`src/rtl/mmu_regs_pkg.sv`:
```
package mmu_regs_pkg;
  localparam int DATA_W = 32;

  localparam int OFF_FLUSH  = 32'h184;
  localparam int OFF_BOUND  = 32'h1AC;
  localparam int OFF_FAULT  = 32'h380;
  localparam int OFF_STATUS = 32'h384;
  localparam int OFF_CTRL   = 32'h388;
  localparam int OFF_BASE   = 32'h38C;

  localparam int BIT_XLAT_EN = 0;
  localparam int BIT_EXC_EN  = 0;
  localparam int BIT_FLUSH   = 4;
  localparam int BIT_BOUND   = 28;

  typedef struct packed {
    logic ctrl;
    logic base;
    logic bound;
    logic fault;
    logic status;
    logic flush;
  } reg_sel_t;
endpackage

```
`src/rtl/mmu_addr_decode.sv`:
```
module mmu_addr_decode
  import mmu_regs_pkg::*;
#(
  parameter int ADDR_W = 12
) (
  input  logic [ADDR_W-1:0] addr,
  output reg_sel_t          sel
);
  always_comb begin
    sel        = '0;
    sel.ctrl   = (addr == ADDR_W'(OFF_CTRL));
    sel.base   = (addr == ADDR_W'(OFF_BASE));
    sel.bound  = (addr == ADDR_W'(OFF_BOUND));
    sel.fault  = (addr == ADDR_W'(OFF_FAULT));
    sel.status = (addr == ADDR_W'(OFF_STATUS));
    sel.flush  = (addr == ADDR_W'(OFF_FLUSH));
  end
endmodule

```
`src/rtl/mmu_cfg_bank.sv`:
```
module mmu_cfg_bank
  import mmu_regs_pkg::*;
(
  input  logic              clk,
  input  logic              rst,
  input  logic              we,
  input  reg_sel_t          sel,
  input  logic [DATA_W-1:0] wdata,
  output logic              xlat_en,
  output logic [DATA_W-1:0] tbl_base,
  output logic              oob_en,
  output logic              exc_en,
  output logic              exc_en_nxt,
  output logic              flush_bit,
  output logic              tlb_flush
);
  logic flush_rise;

  assign exc_en_nxt = (we && sel.fault) ? wdata[BIT_EXC_EN] : exc_en;
  assign flush_rise = we && sel.flush && wdata[BIT_FLUSH] && !flush_bit;

  always_ff @(posedge clk) begin
    if (rst) begin
      xlat_en   <= 1'b0;
      tbl_base  <= '0;
      oob_en    <= 1'b0;
      exc_en    <= 1'b0;
      flush_bit <= 1'b0;
      tlb_flush <= 1'b0;
    end else begin
      if (we && sel.ctrl)  xlat_en   <= wdata[BIT_XLAT_EN];
      if (we && sel.base)  tbl_base  <= wdata;
      if (we && sel.bound) oob_en    <= wdata[BIT_BOUND];
      if (we && sel.flush) flush_bit <= wdata[BIT_FLUSH];
      exc_en    <= exc_en_nxt;
      tlb_flush <= flush_rise;
    end
  end

  // a flush pulse lasts one cycle and leaves the stored bit set
  assert_flush_single_R9: assert property (@(posedge clk) disable iff (rst)
    tlb_flush |=> !tlb_flush);
  assert_flush_bit_set_R9: assert property (@(posedge clk) disable iff (rst)
    tlb_flush |-> flush_bit);
endmodule

```
`src/rtl/mmu_fault_trap.sv`:
```
module mmu_fault_trap
  import mmu_regs_pkg::*;
#(
  parameter int NCAUSE = 3
) (
  input  logic              clk,
  input  logic              rst,
  input  logic              clr,
  input  logic              fault_valid,
  input  logic [NCAUSE-1:0] fault_cause,
  input  logic [DATA_W-1:0] fault_iova,
  output logic [NCAUSE-1:0] status,
  output logic [NCAUSE-1:0] status_nxt,
  output logic [DATA_W-1:0] fault_addr
);
  logic [NCAUSE-1:0] pending_eff;
  logic              capture;

  assign pending_eff = clr ? '0 : status;
  assign capture     = fault_valid && (|fault_cause) && (pending_eff == '0);

  for (genvar i = 0; i < NCAUSE; i++) begin : g_cause
    assign status_nxt[i] = pending_eff[i] | (fault_valid & fault_cause[i]);

    always_ff @(posedge clk) begin
      if (rst) status[i] <= 1'b0;
      else     status[i] <= status_nxt[i];
    end

    // a set cause survives any cycle without a clearing write
    assert_sticky_R6: assert property (@(posedge clk) disable iff (rst)
      (status[i] && !clr) |=> status[i]);
  end

  always_ff @(posedge clk) begin
    if (rst)          fault_addr <= '0;
    else if (capture) fault_addr <= fault_iova;
  end

  // the first fault's address is kept while anything is pending
  assert_first_kept_R8: assert property (@(posedge clk) disable iff (rst)
    ((|status) && !clr) |=> $stable(fault_addr));
  // a clear with no concurrent fault empties the status
  assert_clear_R7: assert property (@(posedge clk) disable iff (rst)
    (clr && !fault_valid) |=> (status == '0));
endmodule

```
`src/rtl/mmu_regfile.sv`:
```
module mmu_regfile
  import mmu_regs_pkg::*;
#(
  parameter int ADDR_W = 12,
  parameter int NCAUSE = 3
) (
  input  logic              clk,
  input  logic              rst,
  input  logic [ADDR_W-1:0] reg_addr,
  input  logic              reg_we,
  input  logic [31:0]       reg_wdata,
  output logic [31:0]       reg_rdata,
  input  logic              fault_valid,
  input  logic [NCAUSE-1:0] fault_cause,
  input  logic [31:0]       fault_iova,
  output logic              xlat_en,
  output logic [31:0]       tbl_base,
  output logic              oob_check_en,
  output logic              tlb_flush,
  output logic              irq
);
  reg_sel_t          sel;
  logic              exc_en;
  logic              exc_en_nxt;
  logic              flush_bit;
  logic              clr;
  logic [NCAUSE-1:0] status;
  logic [NCAUSE-1:0] status_nxt;
  logic [DATA_W-1:0] fault_addr;
  logic [DATA_W-1:0] rd_mux;

  mmu_addr_decode #(.ADDR_W(ADDR_W)) u_dec (
    .addr (reg_addr),
    .sel  (sel)
  );

  mmu_cfg_bank u_cfg (
    .clk        (clk),
    .rst        (rst),
    .we         (reg_we),
    .sel        (sel),
    .wdata      (reg_wdata),
    .xlat_en    (xlat_en),
    .tbl_base   (tbl_base),
    .oob_en     (oob_check_en),
    .exc_en     (exc_en),
    .exc_en_nxt (exc_en_nxt),
    .flush_bit  (flush_bit),
    .tlb_flush  (tlb_flush)
  );

  assign clr = reg_we && sel.status && (reg_wdata[NCAUSE-1:0] == '0);

  mmu_fault_trap #(.NCAUSE(NCAUSE)) u_trap (
    .clk         (clk),
    .rst         (rst),
    .clr         (clr),
    .fault_valid (fault_valid),
    .fault_cause (fault_cause),
    .fault_iova  (fault_iova),
    .status      (status),
    .status_nxt  (status_nxt),
    .fault_addr  (fault_addr)
  );

  always_comb begin
    rd_mux = '0;
    if (sel.ctrl)   rd_mux[BIT_XLAT_EN] = xlat_en;
    if (sel.base)   rd_mux = tbl_base;
    if (sel.bound)  rd_mux[BIT_BOUND] = oob_check_en;
    if (sel.fault)  rd_mux = fault_addr;
    if (sel.status) rd_mux[NCAUSE-1:0] = status;
    if (sel.flush)  rd_mux[BIT_FLUSH] = flush_bit;
  end

  always_ff @(posedge clk) begin
    if (rst) begin
      reg_rdata <= '0;
      irq       <= 1'b0;
    end else begin
      reg_rdata <= rd_mux;
      irq       <= (|status_nxt) && exc_en_nxt;
    end
  end

  // interrupt level tracks pending causes gated by the enable
  assert_irq_level_R10: assert property (@(posedge clk) disable iff (rst)
    irq == ((|status) && exc_en));
  // an unmapped offset reads as zero on the following cycle
  assert_unmapped_zero_R11: assert property (@(posedge clk) disable iff (rst)
    $past(sel == '0) |-> (reg_rdata == '0));
  // reset leaves all outputs low
  assert_reset_state_R1: assert property (@(posedge clk)
    rst |=> (!irq && !tlb_flush && !xlat_en && !oob_check_en && tbl_base == '0));
endmodule

```
`config.mk`:
```
export PLATFORM = sky130hd
export DESIGN_NAME = mmu_regfile
export DESIGN_NICKNAME = d
export VERILOG_FILES = /design/src/rtl/mmu_regs_pkg.sv /design/src/rtl/mmu_addr_decode.sv /design/src/rtl/mmu_cfg_bank.sv /design/src/rtl/mmu_fault_trap.sv /design/src/rtl/mmu_regfile.sv
export SDC_FILE = /design/constraint.sdc
export NUM_CORES = 1
export LEC_CHECK = 0
export BUFFER_PORTS_ARGS = -buffer_cell sky130_fd_sc_hd__buf_2
export CAP_MARGIN = 5
export CORE_ASPECT_RATIO = 1.25
export CORE_MARGIN = 5
export CORE_UTILIZATION = 55
export DETAILED_ROUTE_END_ITERATION = 7
export PLACE_DENSITY = 0.85
export RECOVER_POWER = 25
export REMOVE_ABC_BUFFERS = 1
export SLEW_MARGIN = 5
export SYNTH_ARGS = -nofsm -noshare
export SYNTH_HDL_FRONTEND = slang
export SYNTH_SLANG_ARGS = --single-unit
```
`constraint.sdc`:
```
create_clock -name clk -period 3.5 [get_ports clk]
set_clock_uncertainty 0.1 [all_clocks]
set_input_delay 0.525 -clock clk [delete_from_list [all_inputs] [get_ports clk]]
set_output_delay 0.525 -clock clk [all_outputs]
set_load 0.005 [all_outputs]
```
After elaboration in Yosys (flattened, before gate mapping)
Cells that the tools add are included.
{"block": "word_totals", "ff_bits": 105, "inputBits": 83, "out_inout_bits": 68, "wordCells": 49}
{"block": "classes", "eq_ne": 6, "muxes": 8, "bitwise_logic": 6, "n_reduce_logical": 17}
{"cell": "$mux W32", "n": 2}
{"cell": "$eq A12 B10 Y1 const B", "n": 4}
{"cell": "$eq A12 B9 Y1 const B", "n": 2}
{"cell": "$logic_and A1 B1 Y1", "n": 12}
{"cell": "$logic_not A3 Y1", "n": 2}
{"cell": "$mux W3", "n": 2}
{"cell": "$reduce_or A3 Y1", "n": 2}
{"cell": "$mux W1", "n": 4}
{"cell": "$and A1 B1 Y1", "n": 3}
{"cell": "$or A1 B1 Y1", "n": 3}
{"cell": "$logic_not A1 Y1", "n": 1}

Logic depth before layout (Yosys ltp)
{"block": "depth", "word_depth": 7, "ltp_mapped": 7, "ltp_nobuf": 4}

By module
Synthesis repeated with hierarchy kept, for this count alone.
{"block": "unflattened", "cells_unflattened": 462, "hier_area_um2": 4720.8}
{"module": "mmu_cfg_bank", "instances": 1, "cells_each": 166, "area_per_inst_um2": 1604.0, "seq_area_each_um2": 740.7}
{"module": "mmu_fault_trap", "instances": 1, "cells_each": 157, "area_per_inst_um2": 1581.5, "seq_area_each_um2": 700.7}
{"module": "mmu_regfile", "instances": 1, "cells_each": 124, "area_per_inst_um2": 1420.1, "seq_area_each_um2": 660.6}
{"module": "mmu_addr_decode", "instances": 1, "cells_each": 15, "area_per_inst_um2": 115.1, "seq_area_each_um2": 0.0}

Worst setup path before layout
OpenSTA, ideal clock, no wires.
{"block": "synth_path", "kind": "input to register", "startpoint": "input port fault_cause[0]", "endpoint": "register u_trap.fault_addr[10]", "setup_time_ps": 95, "arrival_ps": 1603, "required_time_ps": 3305, "path_slack_ps": 1701, "path_stages": 5, "path_buffers": 2, "path_cell_list": "o31ai_2 -> buf_2 -> clkbuf_1 -> a31oi_1 -> o311ai_1"}
{"block": "synth_via", "elab_chain_cells": 3}
{"item": "start, declared", "line": "mmu_regfile.sv:14", "source": "input logic [NCAUSE-1:0] fault_cause,"}
{"item": "$reduce_or A3 Y1", "line": "mmu_fault_trap.sv:20", "source": "assign capture = fault_valid && (|fault_cause) && (pending_eff == '0);"}
{"item": "$logic_and A1 B1 Y1 (2 in series)", "line": "mmu_fault_trap.sv:20"}
{"item": "end signal, assigned", "line": "mmu_fault_trap.sv:37", "source": "else if (capture) fault_addr <= fault_iova;"}
{"item": "end, declared", "line": "mmu_fault_trap.sv:14", "source": "output logic [DATA_W-1:0] fault_addr"}
No other way between the ends.
A chain may end at the register's enable or synchronous reset.

==> results_dict.tcl <==
set metrics [dict create \
    synthAdderAreaFrac_pct 0 \
    yosys.area_share.simple_pct 28.25 \
    io_pins 151 \
    hold_class "in2reg" \
    leakagePower_nw 2.194 \
    synth_area_sq_um 4730 \
    drive_gt1_share_pct 23.71 \
    multi_input_area_sq_um 2375 \
    swShare_pct 26.87 \
    clkPwrFrac_pct 30.6 \
    r2r_slack_ns 1.45 \
    ys_seq_area_share_pct 44.44 \
    critPathTopFamily "buffers and inverters" \
    core_sq_um 8333 \
    synth.area.mux_share_pct 1.746 \
    cp-start-kind "input pin" \
    min_period_ns 2.076 \
    ctsHoldBuffers 0 \
    routed_wl_um 12810 \
    grt_max_degree 98 \
    grt_pass1_vias 4506 \
    grtUsageTotal_pct 24.44 \
    start_util_pct 56.76 \
    antenna_found_initial 0 \
    vias_per_cell 5.897 \
    slew_viol_final 0 \
    setup_viol 0 \
    seqCellArea_sq_um 2102 \
    fillers 737 \
    remaining_drc_errors 0 \
    cts-root-buf "clkbuf_8" \
    worst-path-buf-inv 3 \
    cts_sinks 105 \
    synth_xor_area_share_pct 0 \
    internal-power_mw 1.581 \
    cts_tree "done" \
    finalHoldViolCount 0 \
    cts_resized 0 \
    status "finished clean" \
    drt-wirelength-per-cell_um 16.15 \
    cts_buffers 9 \
    mostFrequentLayoutCell "nand2_1" \
    critPathKind "in2reg" \
    die_area_sq_um 10570 \
    detailed_place_hpwl_um 8622 \
    power_switching_mw 0.5808 \
    maxCapViolCount 0 \
    max_freq_ghz 0.4816 \
    drtAntennaViolNets 0 \
    critPathSlowestCell "buf_2" \
    area_growth_pct 17.88 \
    io_buffers 150 \
    die_h_um 113.7 \
    clk_pin_slew_worst_paths_ns 0.10 \
    rsz0062_at_grt "false" \
    maxSlewHeadroom_pct 19.04 \
    path_cells "buf_2 > inv_2 > and3_1 > buf_4 > a22o_1" \
    gp_congestion 0.8483 \
    insertion_delay_ns 0.37 \
    final_cell_mix "nand2_1, buf_2, dfxtp_1" \
    cp-end-kind "flip-flop" \
    yosysWarnings 0 \
    num_antenna_cells 0 \
    nNetsFinal 774 \
    ir_worst_vdd_mv 0.3254 \
    synth_compound_area_share_pct 19.89 \
    synth_cells 576 \
    arrival_ns 2.24 \
    vias 4676 \
    synth_top_family_by_area "simple AND/OR/NAND/NOR gates" \
    worst-r2r-cell-count 4 \
    h-tree-depth 3 \
    pwr-share-comb_pct 11.0 \
    drtPass1Iterations 7 \
    critPathMaxFanout 36 \
    tns_ns 0 \
    path_depth 5 \
    power_density_nw_per_um2 387.7 \
    die_w_um 92.94 \
    stdcell_area_sq_um 5575 \
    avgSynthCellArea_sq_um 8.211 \
    synth_cell_types 39 \
    rows 37 \
    max_stage_delay_ns 0.50 \
    hold_depth 3 \
    overflow 0 \
    grt_pass1_wl_um 21150 \
    p_seq_share_pct 58.3 \
    period_share_pct 59.32 \
    postCtsSetupRepairBufs 0 \
    clockBufferDepth 2 \
    post_dp_cell_area_sq_um 5436 \
    synth-seq-cells 105 \
    initialDrtViolationCount 343 \
    tightestPinTransition_ns 1.214 \
    required_ns 3.66 \
]
-- cell type report --
type / instances / area share (%)
well taps: 97 / 2.177
clock buffers: 11 / 2.356
flip-flops and latches: 105 / 37.70
multi-input cells: 414 / 42.59
repair buffers: 159 / 14.45
inverters: 2 / 0.1346
clock inverters: 5 / 0.5835
-- cells in the mapped netlist --
| cell | count | area [sq um] |
|---|---|---|
| nand2_1 | 138 | 518.0 |
| dfxtp_1 | 105 | 2102 |
| a21oi_1 | 38 | 190.2 |
| nand2b_1 | 36 | 225.2 |
| nor3_1 | 36 | 180.2 |
| nor2_1 | 34 | 127.6 |
| clkbuf_1 | 33 | 123.9 |
| a31oi_1 | 32 | 200.2 |
| o311ai_1 | 32 | 280.3 |
| a22o_1 | 27 | 236.5 |
| buf_2 | 13 | 65.06 |
| buf_4 | 6 | 45.04 |
| mux2i_1 | 6 | 60.06 |
| nand4_1 | 4 | 25.02 |
| nand3_1 | 3 | 15.01 |
| nor4b_1 | 3 | 26.28 |
| and4_1 | 2 | 17.52 |
| and4b_1 | 2 | 20.02 |
| buf_6 | 2 | 22.52 |
| nor4b_2 | 2 | 30.03 |
| nor4b_4 | 2 | 47.55 |
| nor4bb_1 | 2 | 20.02 |
| or4_1 | 2 | 15.01 |
| a222oi_1 | 1 | 10.01 |
| and2_1 | 1 | 6.260 |
| and2_2 | 1 | 7.510 |
| and3_1 | 1 | 6.260 |
| buf_1 | 1 | 3.750 |
| clkinv_1 | 1 | 3.750 |
| inv_1 | 1 | 3.750 |
| mux4_2 | 1 | 22.52 |
| nand2_2 | 1 | 6.260 |
| nand4b_1 | 1 | 8.760 |
| nor4_1 | 1 | 6.260 |
| nor4_4 | 1 | 21.27 |
| o21ai_1 | 1 | 5.000 |
| o22ai_1 | 1 | 6.260 |
| o31ai_2 | 1 | 12.51 |
| or3_1 | 1 | 6.260 |
-- tightest hold or removal path: stages --
cell and delay, ns:
buf_2 0.09, nand2_1 0.04, a21oi_1 0.05
-- kinds of logic after synthesis --
group,Yosys count
buf+inv,57
compound gates,133
simple gates,274
mux,7
flops,105
-- through the flow --
| step | hold WS, ns | utilization, % | setup slack [ns] | cells | power, mW |
|---|---|---|---|---|---|
| floorplan | 0.3202 | - | -1.047 | 521 | 1.407 |
| global placement | 0.3514 | 65.24 | 1.092 | 777 | 1.512 |
| detailed placement | 0.3571 | 65.24 | 1.058 | 777 | 1.525 |
| CTS | 0.2726 | 67.21 | 1.452 | 793 | 2.171 |
| global route | 0.2745 | 66.91 | 1.245 | 793 | 2.258 |
| finish | 0.2842 | 66.91 | 1.424 | 793 | 2.162 |
-- layer usage --
metal	vias to the layer above	GRT usage [%]	wire length [um]	share of wire (%)
li1	2276	-	-	-
met1	2210	29.20	5151	40
met2	167	42.62	6548	51
met3	23	5.409	866	6.8
met4	0	9.384	242	1.9
met5	-	0	0	0
-- state kept, by name, summed over array words and instances (netlist names) --
name / flops
u_trap.fault_addr: 32
u_cfg.flush_bit: 1
u_cfg.oob_en: 1
u_cfg.exc_en: 1
u_cfg.tlb_flush: 1
u_trap.status: 3
u_cfg.tbl_base: 32
irq: 1
u_cfg.xlat_en: 1
reg_rdata: 32
-- power by group through the flow --
stage                     combinational, mW  sequential [mW]  clock, mW
final                                 0.238             1.26      0.662
after global routing                  0.263             1.27      0.728
after CTS                             0.237             1.26      0.674
after detailed placement              0.237             1.29          0
after global placement                0.227             1.29          0
after floorplan                       0.129             1.28          0
-- worst paths after layout --
| path | startpoint | endpoint |
|---|---|---|
| setup / recovery | rst | reg_rdata[31]$_SDFF_PP0_ |
| hold / removal | reg_wdata[3] | u_cfg.tbl_base[3]$_SDFFE_PP0P_ |
| setup reg to reg | u_trap.status[2]$_SDFF_PP0_ | u_trap.fault_addr[29]$_SDFFE_PP0P_ |
| hold reg to reg | u_cfg.tbl_base[29]$_SDFFE_PP0P_ | u_cfg.tbl_base[29]$_SDFFE_PP0P_ |
No activity file was read; power rests on OpenSTA's default activity.
